File: src/rtl/mdrx_pkg.sv
package mdrx_pkg;
  localparam int MAX_DW = 16;

  typedef enum logic [2:0] {
    S_IDLE, S_START, S_DATA, S_NINTH, S_STOP, S_HOLD
  } rx_state_e;

  typedef struct packed {
    logic slot9;
    logic frame_err;
    logic brk;
  } rx_stat_t;

  // parity fault: total ones over data and ninth bit disagree with the chosen sense
  function automatic logic parity_fault(input logic [MAX_DW-1:0] d, input logic b9,
                                        input logic odd);
    return (^d) ^ b9 ^ odd;
  endfunction

  function automatic logic is_break(input logic [MAX_DW-1:0] d, input logic b9,
                                    input logic stop);
    return (d == '0) && !b9 && !stop;
  endfunction
endpackage

File: src/rtl/mdrx_sampler.sv
module mdrx_sampler
  import mdrx_pkg::*;
#(
  parameter int DATA_BITS = 8,
  parameter int OSR       = 16
) (
  input  logic                 clk,
  input  logic                 rst,
  input  logic                 tick,
  input  logic                 rxd,
  input  logic                 ninth_en,
  output logic                 done,
  output logic [DATA_BITS-1:0] data,
  output logic                 b9,
  output logic                 stop_bit,
  output logic                 start_reject
);
  localparam int CW = $clog2(OSR);
  localparam int BW = $clog2(DATA_BITS + 1);
  localparam logic [CW-1:0] MID     = CW'(OSR / 2 - 1);
  localparam logic [CW-1:0] LAST    = CW'(OSR - 1);
  localparam logic [BW-1:0] LASTBIT = BW'(DATA_BITS - 1);

  rx_state_e       st;
  logic [CW-1:0]   cnt;
  logic [BW-1:0]   bitn;

  assign start_reject = (st == S_START) && tick && (cnt == MID) && rxd;

  always_ff @(posedge clk) begin
    if (rst) begin
      st       <= S_IDLE;
      cnt      <= '0;
      bitn     <= '0;
      data     <= '0;
      b9       <= 1'b0;
      stop_bit <= 1'b1;
      done     <= 1'b0;
    end else begin
      done <= 1'b0;
      case (st)
        S_IDLE: if (tick && !rxd) begin
          st  <= S_START;
          cnt <= '0;
        end
        S_START: if (tick) begin
          if (cnt == MID) begin
            if (rxd) st <= S_IDLE;
            else begin
              st   <= S_DATA;
              cnt  <= '0;
              bitn <= '0;
              b9   <= 1'b0;
            end
          end else cnt <= cnt + 1'b1;
        end
        S_DATA: if (tick) begin
          if (cnt == LAST) begin
            data <= {rxd, data[DATA_BITS-1:1]};
            cnt  <= '0;
            if (bitn == LASTBIT) st <= ninth_en ? S_NINTH : S_STOP;
            else bitn <= bitn + 1'b1;
          end else cnt <= cnt + 1'b1;
        end
        S_NINTH: if (tick) begin
          if (cnt == LAST) begin
            b9  <= rxd;
            cnt <= '0;
            st  <= S_STOP;
          end else cnt <= cnt + 1'b1;
        end
        S_STOP: if (tick) begin
          if (cnt == LAST) begin
            stop_bit <= rxd;
            done     <= 1'b1;
            cnt      <= '0;
            st       <= rxd ? S_IDLE : S_HOLD;
          end else cnt <= cnt + 1'b1;
        end
        S_HOLD: if (tick && rxd) st <= S_IDLE;
        default: st <= S_IDLE;
      endcase
    end
  end
endmodule

File: src/rtl/mdrx_fifo.sv
module mdrx_fifo #(
  parameter int WIDTH = 11,
  parameter int DEPTH = 3
) (
  input  logic             clk,
  input  logic             rst,
  input  logic             push,
  input  logic             pop,
  input  logic [WIDTH-1:0] wdata,
  output logic [WIDTH-1:0] rdata,
  output logic             empty,
  output logic             full,
  output logic             push_ok,
  output logic             pop_ok,
  output logic             overflow
);
  localparam int PW = (DEPTH > 1) ? $clog2(DEPTH) : 1;
  localparam int CW = $clog2(DEPTH + 1);

  logic [WIDTH-1:0] mem [DEPTH];
  logic [PW-1:0]    wp, rp;
  logic [CW-1:0]    cnt;

  function automatic logic [PW-1:0] next_ptr(input logic [PW-1:0] p);
    return (p == PW'(DEPTH - 1)) ? '0 : p + 1'b1;
  endfunction

  assign empty    = (cnt == '0);
  assign full     = (cnt == CW'(DEPTH));
  assign pop_ok   = pop && !empty;
  assign push_ok  = push && (!full || pop_ok);
  assign overflow = push && full && !pop_ok;
  assign rdata    = mem[rp];

  always_ff @(posedge clk) begin
    if (push_ok) mem[wp] <= wdata;
  end

  always_ff @(posedge clk) begin
    if (rst) begin
      wp  <= '0;
      rp  <= '0;
      cnt <= '0;
    end else begin
      if (push_ok) wp <= next_ptr(wp);
      if (pop_ok)  rp <= next_ptr(rp);
      case ({push_ok, pop_ok})
        2'b10:   cnt <= cnt + 1'b1;
        2'b01:   cnt <= cnt - 1'b1;
        default: cnt <= cnt;
      endcase
    end
  end
endmodule

File: src/rtl/mdrx_channel.sv
module mdrx_channel
  import mdrx_pkg::*;
#(
  parameter int DATA_BITS   = 8,
  parameter int OSR         = 16,
  parameter int DEPTH       = 3,
  parameter int SYNC_STAGES = 2
) (
  input  logic                 clk,
  input  logic                 rst,
  input  logic                 sample_tick,
  input  logic                 rx_line,
  input  logic                 rx_enable,
  input  logic                 ninth_en,
  input  logic                 multidrop,
  input  logic                 parity_odd,
  input  logic                 flow_en,
  input  logic                 pop,
  output logic [DATA_BITS-1:0] rd_data,
  output logic                 rd_slot9,
  output logic                 rd_frame_err,
  output logic                 rd_break,
  output logic                 rx_ready,
  output logic                 fifo_full,
  output logic                 overrun,
  output logic                 rts_out
);
  localparam int SW = $bits(rx_stat_t);
  localparam int EW = DATA_BITS + SW;

  // input synchronizer, stage count chosen by parameter
  logic [SYNC_STAGES-1:0] sync_q;
  genvar g;
  generate
    for (g = 0; g < SYNC_STAGES; g++) begin : g_sync
      if (g == 0) begin : g_first
        always_ff @(posedge clk) sync_q[0] <= rst ? 1'b1 : rx_line;
      end else begin : g_next
        always_ff @(posedge clk) sync_q[g] <= rst ? 1'b1 : sync_q[g-1];
      end
    end
  endgenerate
  logic rxd;
  assign rxd = sync_q[SYNC_STAGES-1];

  // named internal events
  logic                 char_done, char_b9, char_stop, start_reject;
  logic [DATA_BITS-1:0] char_data;
  logic                 accept, push_req, push_ok, pop_ok, overflow_evt, q_empty;
  rx_stat_t             new_stat, head_stat;
  logic [EW-1:0]        head_word;

  mdrx_sampler #(.DATA_BITS(DATA_BITS), .OSR(OSR)) u_samp (
    .clk(clk), .rst(rst), .tick(sample_tick), .rxd(rxd), .ninth_en(ninth_en),
    .done(char_done), .data(char_data), .b9(char_b9), .stop_bit(char_stop),
    .start_reject(start_reject)
  );

  always_comb begin
    new_stat.slot9     = ninth_en &&
                         (multidrop ? char_b9
                                    : parity_fault(MAX_DW'(char_data), char_b9, parity_odd));
    new_stat.frame_err = !char_stop;
    new_stat.brk       = is_break(MAX_DW'(char_data), char_b9 && ninth_en, char_stop);
  end

  assign accept   = rx_enable || (ninth_en && multidrop && char_b9);
  assign push_req = char_done && accept;

  mdrx_fifo #(.WIDTH(EW), .DEPTH(DEPTH)) u_q (
    .clk(clk), .rst(rst), .push(push_req), .pop(pop), .wdata({new_stat, char_data}),
    .rdata(head_word), .empty(q_empty), .full(fifo_full), .push_ok(push_ok),
    .pop_ok(pop_ok), .overflow(overflow_evt)
  );

  always_ff @(posedge clk) begin
    if (rst) overrun <= 1'b0;
    else if (overflow_evt) overrun <= 1'b1;
  end

  assign head_stat    = head_word[EW-1:DATA_BITS];
  assign rd_data      = head_word[DATA_BITS-1:0];
  assign rd_slot9     = head_stat.slot9;
  assign rd_frame_err = head_stat.frame_err;
  assign rd_break     = head_stat.brk;
  assign rx_ready     = !q_empty;
  assign rts_out      = !(flow_en && fifo_full);
endmodule

File: config.mk
export PLATFORM = sky130hd
export DESIGN_NAME = mdrx_channel
export DESIGN_NICKNAME = d
export VERILOG_FILES = /design/src/rtl/mdrx_pkg.sv /design/src/rtl/mdrx_sampler.sv /design/src/rtl/mdrx_fifo.sv /design/src/rtl/mdrx_channel.sv
export SDC_FILE = /design/constraint.sdc
export NUM_CORES = 1
export LEC_CHECK = 0
export BUFFER_PORTS_ARGS = -buffer_cell sky130_fd_sc_hd__buf_2
export CELL_PAD_IN_SITES_DETAIL_PLACEMENT = 1
export CELL_PAD_IN_SITES_GLOBAL_PLACEMENT = 2
export CORE_MARGIN = 10
export CORE_UTILIZATION = 39
export DETAILED_ROUTE_END_ITERATION = 10
export PLACE_DENSITY = 0.74
export SYNTH_ARGS = -nofsm -noshare
export SYNTH_HDL_FRONTEND = slang
export SYNTH_SLANG_ARGS = --single-unit
File: constraint.sdc
create_clock -name clk -period 2.5 [get_ports clk]
set_input_delay 0.375 -clock clk [delete_from_list [all_inputs] [get_ports clk]]
set_output_delay 0.375 -clock clk [all_outputs]
set_load 0.1 [all_outputs]
# After elaboration in Yosys (flattened, before gate mapping)
# Memory sizes are Yosys's and may differ from the RTL's. A register that Yosys moved wholly into a read port is not among the register bits.
# Cells that the tools add are included.
[classes]
n_addsub = 6
n_mul = 0
div_mod_pow = 0
magnitude_cmp = 0
n_eq_ne = 28
n_shift = 0
mux = 43
n_bitwise = 4
n_reduce_logical = 39
[ops]
columns = ["cell", "count"]
rows = [
  ["4-bit two-way mux", 11],
  ["3-bit two-way mux", 13],
  ["3-bit case mux with 6 select lines", 1],
  ["16-bit XOR reduction", 1],
  ["1-bit logical AND", 14],
  ["2-bit by 1-bit inequality test with 1-bit output (second input constant)", 7],
  ["2-bit inequality test (second input constant)", 7],
  ["4-bit case mux with 3 select lines", 1],
  ["11-bit AND reduction", 1],
  ["2-bit two-way mux", 5],
  ["1-bit two-way mux", 9],
  ["4-bit by 1-bit adder with 4-bit output (second input constant)", 2],
  ["2-bit equality test (second input constant)", 4],
  ["4-bit by 3-bit equality test with 1-bit output (second input constant)", 2],
  ["8-bit logical NOT", 1],
  ["4-bit case mux with 2 select lines", 1],
  ["1-bit logical NOT", 7],
  ["7-bit AND reduction", 1],
  ["2-bit by 1-bit adder with 2-bit output (second input constant)", 3],
  ["3-bit by 2-bit equality test with 1-bit output (second input constant)", 2],
  ["3-bit equality test (second input constant)", 2],
  ["3-bit AND reduction", 2],
  ["6-bit AND reduction", 1],
  ["2-bit nonzero test", 3],
  ["15 further kinds", 19],
]
[totals]
regBits = 31
latchBits = 0
mem_bits_rw = 33
mem_bits_ro = 0
input_bits = 10
memories = 1
[mem_list]
columns = ["name", "depth", "word_bits", "read_ports", "rd_clocked_by_memory_dff", "wr", "line_no", "rtl"]
rows = [
  ["u_q.mem", 3, 11, 1, 1, 1, "mdrx_fifo.sv:20", "logic [WIDTH-1:0] mem [DEPTH];"],
]

# Longest topological paths before layout
# Gate-level depths: netlist of run 1.
[depth]
word_depth = 7
mapped_depth = 7
mapped_depth_nobuf = 6

# Hierarchy
# A second synthesis of run 1 with hierarchy kept.
[unflattened]
hier_cells = 290
hier_area_um2 = 2982.9
[modules_own_cells]
columns = ["module", "n_inst", "cells_each", "area_each_um2", "seq_area_each_um2"]
rows = [
  ["mdrx_fifo", 1, 110, 1579.0, 1151.1],
  ["mdrx_sampler", 1, 147, 1142.3, 440.4],
  ["mdrx_channel", 1, 33, 261.5, 60.1],
]

# Worst setup path after synthesis of run 1
# Ideal clock, no wire load.
[synth_timing]
kind = "register to output"
start = "reg (tool-made name)"
end = "out rd_break"
arrival_time_ps = 3033
slack_ps = -908
stages_incl_launch_ff = 4
path_buffers = 1
path_cell_list = "dfxtp_1 buf_1 mux2i_1 o21ai_0"
[synth_lines]
columns = ["element", "line_no", "rtl"]
rows = [
  ["to (decl)", "mdrx_channel.sv:22", "output logic rd_break,"],
]

# Worst setup path in the final report of run 1
[layout_timing]
start = "reg u_samp.b9"
end = "mem u_q.mem[1][1] (enable)"
[layout_between]
elab_chain_len = 6
[layout_rtl]
columns = ["element", "line_no", "rtl"]
rows = [
  ["from (decl)", "mdrx_sampler.sv:14", "output logic b9,"],
  ["from (signal assigned)", "mdrx_sampler.sv:67", "b9 <= rxd;"],
  ["1-bit logical AND", "mdrx_channel.sv:67", "assign accept = rx_enable || (ninth_en && multidrop && char_b9);"],
  ["1-bit logical OR", "mdrx_channel.sv:67", ""],
  ["1-bit logical AND", "mdrx_channel.sv:68", "assign push_req = char_done && accept;"],
  ["1-bit logical AND", "mdrx_fifo.sv:31", "assign push_ok = push && (!full || pop_ok);"],
  ["1-bit two-way mux", "mdrx_fifo.sv:36", "if (push_ok) mem[wp] <= wdata;"],
  ["1-bit two-way mux (implied by the code)", "mdrx_fifo.sv:36", ""],
  ["to (decl)", "mdrx_fifo.sv:20", ""],
]
# No other way between the ends.

==> impl_metrics.env, run 1 <==
export IMPL_outcome="finished clean"
export IMPL_crit_arrival_ns=2.17
export IMPL_worst_skew_pair_late_latency_ns=0.34
export IMPL_ir_drop_mv=0.256
export IMPL_synthFlopType="edfxtp_1"
export IMPL_path_cells="a31oi_1 > or3b_1 > or3b_1 > inv_1"
export IMPL_synth_edf_count=33
export IMPL_slowest_stage="or3b_1"
export IMPL_drt_iter0_drc=56
export IMPL_post_dp_hpwl_mm=4.54
export IMPL_postCtsSetupRepairBufs=0
export IMPL_layout_common_cells="33 x dfxtp_1, 33 x edfxtp_1, 24 x buf_2"
export IMPL_num_antenna_cells=0
export IMPL_cts_buffers=9
export IMPL_grt_pass1_vias=2186
export IMPL_hold_slack_ns=0.214
export IMPL_track_usage_pct=11.5
export IMPL_antenna_found_initial=0
export IMPL_htreeDepth=3
export IMPL_ant_nets=0
export IMPL_drive_gt1_share_pct=21.0
export IMPL_r2r_slack_ns=0.31
export IMPL_syn_num_nets=299
export IMPL_fin_skew_ns=0.0101
export IMPL_ys_types=50
export IMPL_cts_root_buffer="clkbuf_8"
export IMPL_finalCritPeriodShare_pct=87.7
export IMPL_yosysWarnings=0
export IMPL_gp_congestion=0.788
export IMPL_rr_endpoint="u_q.mem[1][1]$_DFFE_PP_"
export IMPL_power_density_nw_per_um2=636
export IMPL_relSlewSlack_pct=56.5
export IMPL_critical_path_top_delay_family="simple AND/OR/NAND/NOR gates"
export IMPL_vias=2149
export IMPL_synth_async_sr_flop_share_pct=0
export IMPL_synth_area_um2=3070
export IMPL_clk_path_buf_depth=2
export IMPL_pre_cts_ws_ns=0.164
export IMPL_firstDrtPassIters=4
export IMPL_rsz0062_at_grt="no"
export IMPL_tightest_slew_ns=0.652
export IMPL_drt_total_wl_mm=6.35
export IMPL_hold_class="input port to register"
export IMPL_wl_per_cell_um=15.2
export IMPL_cp_required_ns=2.48
export IMPL_min_period_ns=2.19
export IMPL_hold_buffers=0
export IMPL_finalHoldViolations=0
export IMPL_clkTransAtPathRegs_ns=0.08
export IMPL_holdPathEnd="sync_q[0]$_SDFF_PP1_"
export IMPL_power_mw=2.27
export IMPL_power_leakage_nw=1.34
export IMPL_final_area_um2=3570
export IMPL_fmax_ghz=0.456
export IMPL_ys_seq_elements=66
export IMPL_min_from="rx_line"
export IMPL_start_kind="register"
export IMPL_tns_ns=0
export IMPL_reg2reg_depth=4
export IMPL_yosysSeqAreaShare_pct=53.8
export IMPL_die_w_um=109
export IMPL_hold_depth=2
export IMPL_drv_slew=0
export IMPL_tritoncts="built"
export IMPL_grt_max_degree=33
export IMPL_cp_num_buf_inv=1
export IMPL_endpoint_kind="register"
export IMPL_critPathMaxFanout=11
export IMPL_avgViaCountPerCell=5.15
export IMPL_numClockSinks=66
export IMPL_grt_pass1_wl_mm=10.6
export IMPL_portBuffers=24
export IMPL_setup_ws_ns=0.308
export IMPL_grt_overflow_total=0
export IMPL_reg2reg_from="u_samp.b9$_SDFFE_PP0P_"
export IMPL_dieHeight_um=109
export IMPL_initial_utilization_pct=39.9
export IMPL_drc=0
export IMPL_row_count=32
export IMPL_fp_dieArea_um2=11800
export IMPL_crit_type="register to register"
export IMPL_dpl_cell_area_um2=3320
export IMPL_cts_resized=0
export IMPL_crit_path_max_incr_delay_ns=0.49
export IMPL_syn_avg_cell_area_um2=10.9
export IMPL_setup_viol_count_final=0
export IMPL_drv_cap=0
export IMPL_nets=327
export IMPL_syn_inst=282
export IMPL_core_area_um2=7690
export IMPL_boundaryPins=25
export IMPL_crit_top_cell="or3b_1"
export IMPL_areaGrowthSynthToFinish_pct=16.2
-- cells by family after synthesis --
family / after synthesis / synth area share, %
xor+xnor: 7 / 2.45
compound gates: 60 / 12.6
flops: 66 / 53.8
mux: 22 / 7.34
fa+ha+maj: 7 / 2.85
simple gates: 90 / 16.4
buf+inv: 30 / 4.57
-- layer usage --
metal / GRT usage (%) / share of wire [%] / vias up
li1: - / - / 1084
met1: 12.4 / 43 / 1034
met2: 20.4 / 52 / 22
met3: 3.36 / 3.2 / 9
met4: 4.99 / 1.6 / 0
met5: 0 / 0 / -
-- flip-flops by register name, summed over array words and instances, names as in the netlist, 2 cells and up, named ones only --
| name | flops |
|---|---|
| u_q.mem | 33 |
| u_samp.data | 8 |
| u_samp.bitn | 4 |
| u_samp.cnt | 4 |
| u_samp.st | 3 |
| u_q.cnt | 2 |
| u_q.rp | 2 |
| u_q.wp | 2 |
-- through the flow --
stage | cells | util (%)
2_1_floorplan | 282 | -
3_3_place_gp | 401 | 43.2
3_5_place_dp | 401 | 43.2
4_1_cts | 417 | 46.4
5_1_grt | 417 | 46.4
6_report | 417 | 46.4
-- Yosys cell counts, drive strengths merged (2+ instances only) --
master | instances | area (um2)
a21oi | 15 | 75.1
a221o | 2 | 20.0
a221oi | 2 | 17.5
a31oi | 3 | 18.8
a32o | 2 | 20.0
and2 | 2 | 12.5
and3b | 2 | 17.5
buf | 8 | 57.6
clkbuf | 6 | 22.5
dfxtp | 33 | 661
edfxtp | 33 | 991
ha | 7 | 87.6
inv | 16 | 60.1
mux2i | 21 | 210
nand2 | 23 | 86.3
nand2b | 6 | 37.5
nand3 | 2 | 10.0
nand3b | 2 | 15.0
nand4 | 4 | 25.0
nor2 | 19 | 78.8
nor2b | 6 | 37.5
nor3 | 6 | 30.0
nor3b | 4 | 41.3
o211ai | 5 | 37.5
o21a | 2 | 15.0
o21ai | 19 | 95.1
o31ai | 2 | 15.0
or2 | 3 | 18.8
or3 | 3 | 18.8
or3b | 4 | 37.5
or4 | 3 | 22.5
xnor2 | 3 | 26.3
xor2 | 3 | 26.3
-- worst register-to-register path, delay by kind of cell, from the launching register on --
kind	cells	cell delay (ns)
DFF	1	0.40
buffers and inverters	1	0.36
AOI/OAI and AO/OA	1	0.16
and+or+nand+nor	2	0.92
-- how the worst max path moves through the flow --
stage / cells after the start / to / start
final: 4 / u_q.mem[1][1]$_DFFE_PP_ / u_samp.b9$_SDFFE_PP0P_
after global routing: 4 / u_q.mem[1][7]$_DFFE_PP_ / u_samp.b9$_SDFFE_PP0P_
after CTS: 4 / u_q.mem[1][1]$_DFFE_PP_ / u_samp.b9$_SDFFE_PP0P_
after detailed placement: 5 / u_q.mem[1][0]$_DFFE_PP_ / ninth_en
after global placement: 5 / u_q.mem[1][10]$_DFFE_PP_ / ninth_en
after floorplan: 3 / rd_break / register
-- cell type report --
| cell class | count | area (um2) |
|---|---|---|
| Fill cell | 872 | 4120 |
| Sequential cell | 66 | 1650 |
| Tap cell | 102 | 128 |
| Clock buffer | 10 | 149 |
| Multi-Input combinational cell | 186 | 1310 |
| Timing Repair Buffer | 31 | 173 |
| Inverter | 16 | 60.1 |
| Clock inverter | 6 | 95.1 |
-- where the power goes --
group	switching [mW]	leakage (nW)	internal, mW
Combinational	0.0394	0.598	0.0261
Clock	0.438	0.122	0.631
Sequential	0.00558	0.623	1.13
Power figures use the tool's default switching activity.
==> run 2: changes to the inputs <==
Settings changed: CELL_PAD_IN_SITES_DETAIL_PLACEMENT 1 to 2.
==> run 2 against run 1 <==
Clock-buffer cell count shrank 1. Cell area decreased by 0.49%. Highest routed layer unchanged. Critical endpoint unchanged. Non-clock buffer count unchanged. First-iteration DRC count rose by 27%.
==> impl_metrics.env, run 2 (synthesis results as in run 1) <==
export IMPL_numClockSinks=66
export IMPL_hold_depth=2
export IMPL_row_count=32
export IMPL_setup_viol_count_final=0
export IMPL_fmax_ghz=0.441
export IMPL_antenna_found_initial=0
export IMPL_fin_skew_ns=0.0123
export IMPL_num_antenna_cells=0
export IMPL_drc=0
export IMPL_critPathMaxFanout=11
export IMPL_ant_nets=0
export IMPL_power_density_nw_per_um2=630
export IMPL_gp_congestion=0.788
export IMPL_areaGrowthSynthToFinish_pct=15.7
export IMPL_finalCritPeriodShare_pct=90.6
export IMPL_firstDrtPassIters=6
export IMPL_drt_total_wl_mm=7.57
export IMPL_final_area_um2=3550
export IMPL_start_kind="register"
export IMPL_tightest_slew_ns=0.651
export IMPL_vias=2219
export IMPL_worst_skew_pair_late_latency_ns=0.35
export IMPL_outcome="finished clean"
export IMPL_placed_cells=401
export IMPL_grt_pass1_vias=2407
export IMPL_reg_top3="u_q.mem (33), u_samp.data (8)"
export IMPL_largest_register="u_q.mem"
export IMPL_wl_per_cell_um=18.2
export IMPL_cts_root_buffer="clkbuf_8"
export IMPL_rsz0062_at_grt="no"
export IMPL_crit_arrival_ns=2.25
export IMPL_cp_required_ns=2.48
export IMPL_postCtsSetupRepairBufs=0
export IMPL_reg2reg_depth=4
export IMPL_dieHeight_um=109
export IMPL_ir_drop_mv=0.214
export IMPL_nets=327
export IMPL_post_dp_hpwl_mm=5.32
export IMPL_largest_register_ffs=33
export IMPL_drv_cap=0
export IMPL_crit_type="register to register"
export IMPL_track_usage_pct=13.8
export IMPL_power_leakage_nw=1.34
export IMPL_boundaryPins=25
export IMPL_cts_resized=0
export IMPL_relSlewSlack_pct=56.6
export IMPL_cts_buffers=9
export IMPL_drt_iter0_drc=71
export IMPL_portBuffers=24
export IMPL_finalHoldViolations=0
export IMPL_initial_utilization_pct=39.9
export IMPL_dpl_cell_area_um2=3320
export IMPL_core_area_um2=7690
export IMPL_min_period_ns=2.27
export IMPL_hold_class="input port to register"
export IMPL_grt_pass1_wl_mm=12.6
export IMPL_avgViaCountPerCell=5.32
export IMPL_hold_buffers=0
export IMPL_grt_max_degree=33
export IMPL_fill_cells=819
export IMPL_htreeDepth=3
export IMPL_drive_gt1_share_pct=21.0
export IMPL_tritoncts="built"
export IMPL_grt_overflow_total=0
export IMPL_die_w_um=109
export IMPL_final_cell_count_no_fill=417
export IMPL_layout_common_cells="33 x dfxtp_1, 33 x edfxtp_1, 24 x buf_2"
export IMPL_clk_path_buf_depth=2
export IMPL_endpoint_kind="register"
export IMPL_final_util_pct=46.2
export IMPL_fp_dieArea_um2=11800
export IMPL_clkTransAtPathRegs_ns=0.08
export IMPL_drv_slew=0
[run 2: worst paths after layout]
kind / startpoint / endpoint / slack [ns]
worst max register to register: u_samp.b9$_SDFFE_PP0P_ / u_q.mem[1][1]$_DFFE_PP_ / 0.23
worst max-delay path: u_samp.b9$_SDFFE_PP0P_ / u_q.mem[1][1]$_DFFE_PP_ / 0.23
worst min register to register: sync_q[0]$_SDFF_PP1_ / rxd$_SDFF_PP1_ / 0.42
worst min-delay path: rx_line / sync_q[0]$_SDFF_PP1_ / 0.20
[run 2: worst max-delay path: stages (launching register included)]
cell and delay, ns:
dfxtp_1 0.39, a31oi_1 0.17, or3b_1 0.50, or3b_1 0.43, inv_1 0.41
[run 2: cell type report]
class	instances	area [um2]	area share, %
flip-flops and latches	66	1650	46.5
well taps	102	128	3.60
repair buffers	31	173	4.87
multi-input cells	186	1310	36.9
clock buffers	9	124	3.49
clock inverters	7	103	2.89
inverters	16	60.1	1.69
[run 2: metal layers]
layer  up-vias  wire length (um)  share of wire [%]  global-route usage (%)
met5         -                 0                  0                       0
met4         0               125                1.7                    5.37
met2        17              4090                 54                    25.0
met1      1106              3150                 42                    15.0
li1       1083                 -                  -                       -
met3        13               210                2.8                    3.54
[run 2: power breakdown]
part           total (mW)  switching (mW)  internal [mW]
logic              0.0676          0.0415         0.0261
registers            1.13         0.00599           1.13
clock network        1.03           0.463          0.571
total                2.23           0.510           1.72
[run 2: metrics by stage]
stage                     hold WS [ns]  power (mW)  setup slack, ns  setup TNS (ns)
final                            0.203        2.23            0.234               0
after CTS                        0.194        2.25            0.193               0
after floorplan                  0.389        1.20           -0.159          -0.159
after global routing             0.194        2.31           0.0900               0
after global placement           0.396        1.22            0.262               0
after detailed placement         0.399        1.23            0.111               0
==> run 3: changes to the inputs <==
Settings changed: CORE_MARGIN 10 to default, CORE_UTILIZATION 39 to 38, SYNTH_HIERARCHICAL from default to 1.
==> run 3 against run 2 <==
Area after synthesis shrank 3.0%. Sequential cell count is the same. Total power is essentially flat. Fmax grew 0.58%. Wire length grew 0.62%. Final cell count grew 0.72%. Hold slack gained 0.0078 ns. Combinational power grew 36%. Utilization shrank 0.052 points. Critical endpoint is now u_q/mem[2][10]$_DFFE_PP_. Highest routed layer unchanged.
==> impl_metrics.env, run 3 <==
export IMPL_yosysWarnings=6
export IMPL_core_area_um2=7410
export IMPL_areaGrowthSynthToFinish_pct=14.8
export IMPL_ant_nets=0
export IMPL_firstDrtPassIters=3
export IMPL_tightest_slew_ns=0.619
export IMPL_power_density_nw_per_um2=655
export IMPL_cts_root_buffer="clkbuf_8"
export IMPL_num_antenna_cells=0
export IMPL_syn_num_nets=305
export IMPL_drc=0
export IMPL_cp_num_buf_inv=1
export IMPL_cts_resized=0
export IMPL_path_cells="inv_1 > ha_1 > xnor3_1 > xnor2_1 > or4b_1 > o21ai_0"
export IMPL_final_area_um2=3420
export IMPL_largest_register_ffs=33
export IMPL_outcome="finished clean"
export IMPL_start_kind="register"
export IMPL_clk_path_buf_depth=2
export IMPL_hold_buffers=0
export IMPL_initial_utilization_pct=40.2
export IMPL_track_usage_pct=20.3
export IMPL_nets=333
export IMPL_dieHeight_um=90.5
export IMPL_critical_path_top_delay_family="XOR/XNOR gates"
export IMPL_crit_arrival_ns=2.37
export IMPL_post_dp_hpwl_mm=5.25
export IMPL_power_mw=2.24
export IMPL_hold_class="input port to register"
export IMPL_portBuffers=24
export IMPL_antenna_found_initial=0
export IMPL_slowest_stage="or4b_1"
export IMPL_drive_gt1_share_pct=15.9
export IMPL_crit_path_max_incr_delay_ns=0.48
export IMPL_drv_cap=0
export IMPL_boundaryPins=25
export IMPL_finalCritPeriodShare_pct=90.1
export IMPL_layout_common_cells="41 x nand2_1, 33 x dfxtp_1, 33 x edfxtp_1"
export IMPL_crit_type="register to register"
export IMPL_reg_top3="u_q/mem (33), u_samp/data (8)"
export IMPL_syn_avg_cell_area_um2=10.3
export IMPL_grt_max_degree=31
export IMPL_grt_pass1_wl_mm=12.6
export IMPL_vias=2216
export IMPL_largest_register="u_q/mem"
export IMPL_setup_viol_count_final=0
export IMPL_power_leakage_nw=1.25
export IMPL_syn_inst=288
export IMPL_postCtsSetupRepairBufs=0
export IMPL_drv_slew=0
export IMPL_cts_buffers=9
export IMPL_grt_pass1_vias=2430
export IMPL_drt_iter0_drc=59
export IMPL_die_w_um=90.5
export IMPL_gp_congestion=0.737
export IMPL_ir_drop_mv=0.225
export IMPL_rsz0062_at_grt="no"
export IMPL_fin_skew_ns=0.00589
export IMPL_grt_overflow_total=0
export IMPL_worst_skew_pair_late_latency_ns=0.35
export IMPL_tritoncts="built"
export IMPL_endpoint_kind="register"
export IMPL_cp_required_ns=2.61
export IMPL_drt_total_wl_mm=7.62
export IMPL_finalHoldViolations=0
export IMPL_tns_ns=0
export IMPL_relSlewSlack_pct=58.8
export IMPL_row_count=31
export IMPL_dpl_cell_area_um2=3200
export IMPL_layout_commonest_cell="nand2_1"
export IMPL_fmax_ghz=0.444
export IMPL_wl_per_cell_um=18.1
export IMPL_critPathMaxFanout=6
export IMPL_min_period_ns=2.25
export IMPL_numClockSinks=66
export IMPL_clkTransAtPathRegs_ns=0.07
export IMPL_htreeDepth=3
export IMPL_avgViaCountPerCell=5.28
export IMPL_fp_dieArea_um2=8190
export IMPL_synth_area_um2=2980
[run 3: cell type report]
class | instances | area, um2
flip-flops and latches | 66 | 1650
multi-input cells | 191 | 1190
clock buffers | 10 | 128
fillers | 811 | 3990
inverters | 19 | 71.3
repair buffers | 29 | 158
clock inverters | 6 | 91.3
well taps | 99 | 124
[run 3: final timing paths]
path	start	to	cells after the start	slack (ns)
min	rx_line	sync_q[0]$_SDFF_PP1_	2	0.21
max reg2reg	u_samp/data[2]$_SDFFE_PP0P_	u_q/mem[2][10]$_DFFE_PP_	6	0.25
max	u_samp/data[2]$_SDFFE_PP0P_	u_q/mem[2][10]$_DFFE_PP_	6	0.25
min reg2reg	sync_q[0]$_SDFF_PP1_	rxd$_SDFF_PP1_	1	0.41
[run 3: routing by layer]
layer | wire, um | part of all wire (%) | vias up | track usage (%)
met4 | 165 | 2.2 | 0 | 8.87
met5 | 0 | 0 | - | 0
met1 | 3120 | 41 | 1093 | 21.6
met3 | 190 | 2.5 | 12 | 5.39
met2 | 4150 | 54 | 26 | 37.3
li1 | - | - | 1085 | -
[run 3: where the power goes]
group,switching (mW),internal (mW)
sequential,0.0137,1.13
clock,0.437,0.563
combinational,0.0575,0.0346
total,0.509,1.73
[run 3: stage by stage]
stage	worst slack [ns]	util, %	hold slack (ns)	cells
finish	0.247	46.1	0.211	420
global route	0.144	46.1	0.188	420
CTS	0.230	46.1	0.191	420
detailed placement	0.250	43.2	0.396	404
global placement	0.356	43.2	0.392	404
floorplan	0.0899	-	0.389	288
